### src/rtl/qdma_pkg.sv
package qdma_pkg;

  typedef enum logic [1:0] {
    ENG_IDLE  = 2'd0,
    ENG_READ  = 2'd1,
    ENG_WRITE = 2'd2
  } engState_t;

  // strobes from the control FSM to the datapath
  typedef struct packed {
    logic load;     // capture working pointers, raise go
    logic capture;  // latch read data
    logic advance;  // step pointers after a write beat
    logic finish;   // normal completion
    logic halt;     // stopped by software
  } engStrobe_t;

  localparam int SLOT_CTRL  = 0;
  localparam int SLOT_COUNT = 1;
  localparam int SLOT_SRC   = 2;
  localparam int SLOT_TGT   = 3;
  localparam int SLOT_STAT  = 4;
  localparam int SLOT_MASK  = 5;

  localparam int GO_BIT     = 8;
  localparam int CHAN_BIT   = 2;
  localparam int NUM_STAT   = 16;
  localparam int WORD_BYTES = 4;
  localparam int BEATS_QW   = 4;

endpackage

### src/rtl/qdma_ctrl.sv
module qdma_ctrl
  import qdma_pkg::*;
(
  input  logic       clk,
  input  logic       rstN,
  input  logic       startReq,
  input  logic       stopReq,
  input  logic       countZero,
  input  logic       lastWord,
  input  logic       memAck,
  output logic       memReq,
  output logic       memWe,
  output engStrobe_t strb
);

  engState_t state, stateNext;
  logic stopPend;
  logic stopNow;

  assign stopNow = stopPend | stopReq;

  always_comb begin
    strb      = '0;
    stateNext = state;
    unique case (state)
      ENG_IDLE: begin
        if (startReq) begin
          if (countZero) begin
            strb.finish = 1'b1;
          end else begin
            strb.load = 1'b1;
            stateNext = ENG_READ;
          end
        end
      end
      ENG_READ: begin
        if (memAck) begin
          if (stopNow) begin
            strb.halt = 1'b1;
            stateNext = ENG_IDLE;
          end else begin
            strb.capture = 1'b1;
            stateNext    = ENG_WRITE;
          end
        end
      end
      ENG_WRITE: begin
        if (memAck) begin
          strb.advance = 1'b1;
          if (lastWord) begin
            strb.finish = 1'b1;
            stateNext   = ENG_IDLE;
          end else if (stopNow) begin
            strb.halt = 1'b1;
            stateNext = ENG_IDLE;
          end else begin
            stateNext = ENG_READ;
          end
        end
      end
      default: stateNext = ENG_IDLE;
    endcase
  end

  always_ff @(posedge clk) begin
    if (!rstN) begin
      state    <= ENG_IDLE;
      stopPend <= 1'b0;
    end else begin
      state <= stateNext;
      if (state == ENG_IDLE || strb.halt || strb.finish) begin
        stopPend <= 1'b0;
      end else if (stopReq) begin
        stopPend <= 1'b1;
      end
    end
  end

  assign memReq = (state != ENG_IDLE);
  assign memWe  = (state == ENG_WRITE);

endmodule

### src/rtl/qdma_dpath.sv
module qdma_dpath
  import qdma_pkg::*;
#(
  parameter int AW = 32,
  parameter int QW_W = 16,
  parameter int REG_AW = 8,
  parameter logic [AW-1:0] DST_BASE = '0
) (
  input  logic                clk,
  input  logic                rstN,
  input  logic [REG_AW-1:0]   regAddr,
  input  logic                regWe,
  input  logic [31:0]         regWdata,
  output logic [31:0]         regRdata,
  input  logic [NUM_STAT-1:0] eventIn,
  input  engStrobe_t          strb,
  input  logic                memWe,
  input  logic [31:0]         memRdata,
  output logic [AW-1:0]       memAddr,
  output logic [31:0]         memWdata,
  output logic                startReq,
  output logic                stopReq,
  output logic                countZero,
  output logic                lastWord,
  output logic                goBit,
  output logic                irq,
  output logic [NUM_STAT-1:0] statBits,
  output logic [NUM_STAT-1:0] maskBits
);

  localparam int IDX_W  = REG_AW - 4;
  localparam int BEAT_W = $clog2(BEATS_QW);

  logic [IDX_W-1:0]  regIdx;
  logic              unusedNibble;
  logic              wrCtrl, wrCount, wrSrc, wrTgt, wrStat, wrMask;
  logic [QW_W-1:0]   qwcReg;
  logic [AW-1:0]     srcReg, tgtReg;
  logic [AW-1:0]     workSrc, workDst;
  logic [BEAT_W-1:0] beatIdx;
  logic [31:0]       dataBuf;
  logic [NUM_STAT-1:0] statSet, statClr;

  assign regIdx       = regAddr[REG_AW-1:4];
  assign unusedNibble = ^regAddr[3:0];

  assign wrCtrl  = regWe && (regIdx == IDX_W'(SLOT_CTRL));
  assign wrCount = regWe && (regIdx == IDX_W'(SLOT_COUNT));
  assign wrSrc   = regWe && (regIdx == IDX_W'(SLOT_SRC));
  assign wrTgt   = regWe && (regIdx == IDX_W'(SLOT_TGT));
  assign wrStat  = regWe && (regIdx == IDX_W'(SLOT_STAT));
  assign wrMask  = regWe && (regIdx == IDX_W'(SLOT_MASK));

  assign startReq = wrCtrl &&  regWdata[GO_BIT] && !goBit;
  assign stopReq  = wrCtrl && !regWdata[GO_BIT] &&  goBit;

  assign countZero = (qwcReg == '0);
  assign lastWord  = (qwcReg == QW_W'(1)) && (beatIdx == BEAT_W'(BEATS_QW - 1));

  // programmed registers
  always_ff @(posedge clk) begin
    if (!rstN) begin
      srcReg <= '0;
      tgtReg <= '0;
    end else begin
      if (wrSrc) srcReg <= AW'(regWdata);
      if (wrTgt) tgtReg <= AW'(regWdata);
    end
  end

  // count and go bit: the engine owns the count while busy
  always_ff @(posedge clk) begin
    if (!rstN) begin
      qwcReg <= '0;
      goBit  <= 1'b0;
    end else begin
      if (strb.finish) begin
        qwcReg <= '0;
      end else if (strb.advance && beatIdx == BEAT_W'(BEATS_QW - 1)) begin
        qwcReg <= qwcReg - QW_W'(1);
      end else if (wrCount && !goBit) begin
        qwcReg <= regWdata[QW_W-1:0];
      end
      if (strb.finish || strb.halt) begin
        goBit <= 1'b0;
      end else if (strb.load) begin
        goBit <= 1'b1;
      end
    end
  end

  // working pointers and the word buffer
  always_ff @(posedge clk) begin
    if (!rstN) begin
      workSrc <= '0;
      workDst <= '0;
      beatIdx <= '0;
      dataBuf <= '0;
    end else begin
      if (strb.load) begin
        workSrc <= srcReg;
        workDst <= tgtReg + DST_BASE;
        beatIdx <= '0;
      end else if (strb.advance) begin
        workSrc <= workSrc + AW'(WORD_BYTES);
        workDst <= workDst + AW'(WORD_BYTES);
        beatIdx <= beatIdx + BEAT_W'(1);
      end
      if (strb.capture) dataBuf <= memRdata;
    end
  end

  assign memAddr  = memWe ? workDst : workSrc;
  assign memWdata = dataBuf;

  // shared interrupt status and mask
  always_comb begin
    statSet = eventIn;
    statSet[CHAN_BIT] = eventIn[CHAN_BIT] | strb.finish;
    statClr = wrStat ? regWdata[NUM_STAT-1:0] : '0;
  end

  always_ff @(posedge clk) begin
    if (!rstN) begin
      statBits <= '0;
      maskBits <= '0;
    end else begin
      statBits <= (statBits & ~statClr) | statSet;
      if (wrMask) maskBits <= regWdata[NUM_STAT-1:0];
    end
  end

  assign irq = |(statBits & maskBits);

  // register read mux
  always_comb begin
    regRdata = '0;
    unique case (regIdx)
      IDX_W'(SLOT_CTRL):  regRdata[GO_BIT] = goBit;
      IDX_W'(SLOT_COUNT): regRdata = 32'(qwcReg);
      IDX_W'(SLOT_SRC):   regRdata = 32'(srcReg);
      IDX_W'(SLOT_TGT):   regRdata = 32'(tgtReg);
      IDX_W'(SLOT_STAT):  regRdata = {maskBits, statBits};
      IDX_W'(SLOT_MASK):  regRdata = 32'(maskBits);
      default:            regRdata = '0;
    endcase
  end

endmodule

### src/rtl/qdma_channel.sv
module qdma_channel
  import qdma_pkg::*;
#(
  parameter int AW = 32,
  parameter int QW_W = 16,
  parameter int REG_AW = 8,
  parameter logic [AW-1:0] DST_BASE = AW'(32'h0001_0000)
) (
  input  logic              clk,
  input  logic              rstN,
  input  logic [REG_AW-1:0] regAddr,
  input  logic              regWe,
  input  logic [31:0]       regWdata,
  output logic [31:0]       regRdata,
  input  logic [15:0]       eventIn,
  output logic              irq,
  output logic              memReq,
  output logic              memWe,
  output logic [AW-1:0]     memAddr,
  output logic [31:0]       memWdata,
  input  logic [31:0]       memRdata,
  input  logic              memAck
);

  engStrobe_t strb;
  logic startReq, stopReq, countZero, lastWord, goBit;
  logic [NUM_STAT-1:0] statBits, maskBits;

  qdma_ctrl u_ctrl (
    .clk       (clk),
    .rstN      (rstN),
    .startReq  (startReq),
    .stopReq   (stopReq),
    .countZero (countZero),
    .lastWord  (lastWord),
    .memAck    (memAck),
    .memReq    (memReq),
    .memWe     (memWe),
    .strb      (strb)
  );

  qdma_dpath #(
    .AW       (AW),
    .QW_W     (QW_W),
    .REG_AW   (REG_AW),
    .DST_BASE (DST_BASE)
  ) u_dpath (
    .clk       (clk),
    .rstN      (rstN),
    .regAddr   (regAddr),
    .regWe     (regWe),
    .regWdata  (regWdata),
    .regRdata  (regRdata),
    .eventIn   (eventIn),
    .strb      (strb),
    .memWe     (memWe),
    .memRdata  (memRdata),
    .memAddr   (memAddr),
    .memWdata  (memWdata),
    .startReq  (startReq),
    .stopReq   (stopReq),
    .countZero (countZero),
    .lastWord  (lastWord),
    .goBit     (goBit),
    .irq       (irq),
    .statBits  (statBits),
    .maskBits  (maskBits)
  );

endmodule

### config.mk
export PLATFORM = sky130hd
export DESIGN_NAME = qdma_channel
export DESIGN_NICKNAME = d
export VERILOG_FILES = /design/src/rtl/qdma_pkg.sv /design/src/rtl/qdma_ctrl.sv /design/src/rtl/qdma_dpath.sv /design/src/rtl/qdma_channel.sv
export SDC_FILE = /design/constraint.sdc
export NUM_CORES = 1
export LEC_CHECK = 0
export BUFFER_PORTS_ARGS = -buffer_cell sky130_fd_sc_hd__clkbuf_2
export CAP_MARGIN = 20
export CORE_MARGIN = 5
export CORE_UTILIZATION = 30
export CTS_BUF_LIST = sky130_fd_sc_hd__clkbuf_8
export CTS_CLUSTER_DIAMETER = 50
export DETAILED_ROUTE_END_ITERATION = 7
export GPL_TIMING_DRIVEN = 0
export PLACE_DENSITY_LB_ADDON = 0.05
export SLEW_MARGIN = 20
export SYNTH_ARGS = -nofsm -noshare
export SYNTH_HDL_FRONTEND = slang
export SYNTH_HIERARCHICAL = 1
export SYNTH_SLANG_ARGS = --single-unit
### constraint.sdc
create_clock -name clk -period 2.7 [get_ports clk]
set_input_delay 0.405 -clock clk [delete_from_list [all_inputs] [get_ports clk]]
set_output_delay 0.405 -clock clk [all_outputs]
set_load 0.05 [all_outputs]
==> metrics.txt <==
Root Buffer=clkbuf_8; Initial DRT Pass Iterations=8; failing checks=design-rule violations, negative setup slack; Die Ht=200 µm; Die ar.=around 40,000 µm²; post-synthesis xor/xnor area fraction=5.67%; Placement Rows=69; P_sw=2.21 mW; leakage=5.27 nW; Final Setup Violations=3; DRT Wirelength=44,500 µm; die width=about 200 µm; Worst Path Arrival=around 2.3 ns; routed wl met2=around 20,000 µm; Clock Latency Late Sink=0.55 ns; switching part of the total=28.6%; number of flops mapped to enable cells by yosys=0; global route total overflow=0; Final ANT Viol Nets=0; post-synth net total=1,400; post-synthesis compound-gate area fraction=a little under a fifth; sequential area share after synthesis=between 30% and 40%; average cell area after synthesis=8.33 µm²; gr usage total=~22%; placer congestion estimate=0.886; Final Hold Fails=0; R2R depth=9; drt wl/cell=between 20 and 25 µm; initial antenna violation count=0; startpoint types=primary input; Hold Path End=u_dpath/statBits[14]$_SDFF_PN0_; total CTS buffers=42; Setup CP Type=in -> out; Power Total=7.75 mW; Core Region=35,600 µm²; max_slew headroom=31.6%; TritonCTS Sinks=214; worst vdd ir=between 0.3 and 0.4 mV; I/O pin count=191; H-tree depth=2; post-synth cell types=between 50 and 60; Max clock buf depth=3; clock network power share=43.9%; FF-to-FF Start=u_ctrl/state[1]$_SDFFE_PN0P_; Yosys warning total=6; worst hold margin=0.0837 ns; Iter 0 DRT Violations=913; prevailing post-synth register cell=dfxtp_1; register bit total from synthesis=approximately 210; min cycle time layout=2.72 ns; fin. max-slew vios=0; Final Cell Area=13,400 µm²; DRC=6; largest family of logic cells by synthesized area=simple AND/OR/NAND/NOR gates; HP Start=eventIn[14]; placed cell area=approximately 12,000 µm²; max layer used=met4; first-pass GRT wire length=65,600 µm; post-DP HPWL=34,300 µm; IO Port Bufs=185; reg-to-reg endpoint=u_dpath/qwcReg[10]$_SDFFE_PP0P_; PwrDens=577 nW/µm²; largest net degree at the start of global routing=11; flop2flop setup slack=0.14 ns; most frequent cell after synthesis=nand2_1; share of post-route cells with drive strength above 1=22.2%; Metal-1 WL=approximately 20,000 µm; Syn Inst Count=roughly 1,300; hold path depth=3; crit share post-route=101%; Hold Path Class=in -> reg; Initial Util=30.4%; Via density=5.15; Synth Area in Adders=under 10%; cts hold-fix bufs=0; Synth top cells by count=262 x nand2_1, 214 x dfxtp_1, 74 x clkbuf_1; Worst setup EP type=output pin; vias in the first global route=10,200; Worst-Margin Slew=around 1.0 ns; Final WS setup=-0.0224 ns; async set or reset register ratio after synthesis=0%; met3 wire len=2940 µm; Worst-path clk slew=0.06 ns; mux share of post-synthesis cell area=just under 7%; Seq pwr share=43.3%; Fillers=3,840; worst-path maximum fanout=10; dpl ws=-1.02 ns; CTS tree=yes; Synth area leaders=dfxtp_1 40%, nand2_1 9.1%, a21boi_0 4.9%, mux2i_1 3.8%, xnor2_1 3.3%; max_cap viols=0; final net count=roughly 1,600; status=complete, but fails checks; Comb pwr share=between 10% and 20%; Area Growth Syn to Fin=24.2%; Synth area leader=dfxtp_1; Post-Synth Simple-Gate Area=23.3%; Vias=~10,000; Int Pwr=5.53 mW; unrepaired setup endpoints after global routing=yes; Required @ worst endpoint=2.30 ns; post-synth top area share=39.6%; FMAX=367 MHz; Mapped Area=10,800 µm²; final worst clock skew=around 0.021 ns
## sequential cells by signal, indices dropped and copies added (netlist names)
name              cells
u_dpath/srcReg       32
u_dpath/statBits     16
u_dpath/workSrc      32
u_ctrl/state          2
u_dpath/memWdata     32
u_dpath/tgtReg       32
u_dpath/qwcReg       16
u_dpath/beatIdx       2
u_dpath/maskBits     16
u_dpath/goBit         1
u_ctrl/stopPend       1
u_dpath/workDst      32
## worst max-delay path: stages
cell	delay (ns)
buf_2	0.17
nor4b_2	0.54
buf_1	0.52
a221oi_1	0.20
nand2_1	0.18
clkbuf_2	0.31
## through the flow
stage	std cells	util [%]	setup TNS [ns]
global route	2023	37.8	-1.23
global placement	1944	34.6	-71.23
floorplan	1298	-	-0.380
CTS	2019	37.5	0
finish	2026	37.8	-0.0448
detailed placement	1944	34.6	-70.47
## placed cells by master, fill, tap and decap left out, drive strengths merged, types with 5 or more instances in the layout
master / synthesis / final
clkbuf: 74 / 301
nand2: 262 / 262
dfxtp: 214 / 214
a21boi: 81 / 81
a21oi: 63 / 63
o21ai: 56 / 56
nor2b: 55 / 55
inv: 32 / 47
mux2i: 41 / 41
xnor2: 41 / 41
nor2: 39 / 39
nand3: 35 / 35
a222oi: 33 / 33
buf: 17 / 32
mux2: 29 / 29
xor2: 29 / 29
nor3: 26 / 26
nor4: 25 / 25
nand4: 22 / 22
and2: 18 / 18
a22oi: 17 / 17
and3: 12 / 12
and4: 12 / 12
o211a: 11 / 11
ha: 10 / 10
a211oi: 7 / 7
a22o: 6 / 6
a221oi: 5 / 5
## layer usage
layer  GRT usage [%]  vias to the layer above
li1                -                     5071
met1            29.8                     4917
met2            34.7                      365
met3            4.78                       78
met4            6.01                        0
met5               0                        -
## logic make-up (layout without fill, tap and decap cells)
| group | count (synthesis) | in the layout |
|---|---|---|
| and+or+nand+nor | 516 | 516 |
| xor gates and xnor gates | 70 | 70 |
| adders and majority gates | 10 | 10 |
| muxes | 70 | 70 |
| buffers and inverters | 123 | 387 |
| AOI/OAI and AO/OA | 295 | 295 |
| other | 0 | 3 |
| DFF | 214 | 214 |
## power groups by stage
stage | clock, mW | sequential [mW] | combinational (mW)
3_5_place_dp | 0 | 3.42 | 0.988
6_report | 3.40 | 3.36 | 0.993
2_1_floorplan | 0 | 3.56 | 0.479
4_1_cts | 3.51 | 3.35 | 1.00
5_1_grt | 3.66 | 3.37 | 1.07
3_3_place_gp | 0 | 3.42 | 0.982
## what timing repair did
action / CTS / global route
setup buffers: 3 / 5
gates resized for setup: 56 / 18
setup endpoints to repair: 143 / 108
pin swaps: 2 / 2
hold endpoints to repair: 0 / 0
## how the worst max path moves through the flow
stage	from	endpoint	cells past startpoint
after floorplan	u_ctrl/state[0]$_SDFFE_PN0P_	memAddr[17]	5
after global placement	u_dpath/qwcReg[4]$_SDFFE_PP0P_	u_dpath/workDst[9]$_SDFFE_PN0N_	12
after detailed placement	u_dpath/qwcReg[4]$_SDFFE_PP0P_	u_dpath/workDst[5]$_SDFFE_PN0N_	12
after CTS	u_dpath/qwcReg[4]$_SDFFE_PP0P_	u_dpath/workDst[9]$_SDFFE_PN0N_	11
after global routing	regAddr[5]	regRdata[9]	6
final	regAddr[5]	regRdata[8]	6
## cell type report
class / count / area, µm² / share of cell area (%)
multi-input cells: 961 / 6140 / 45.7
flip-flops and latches: 214 / 4280 / 31.9
repair buffers: 193 / 1020 / 7.62
clock buffers: 53 / 729 / 5.43
well taps: 461 / 577 / 4.29
plain buffers: 87 / 417 / 3.10
clock inverters: 22 / 144 / 1.07
inverters: 32 / 120 / 0.894
diodes: 3 / 7.51 / 0.0559
Note: power is estimated with default switching activity, not from simulation.
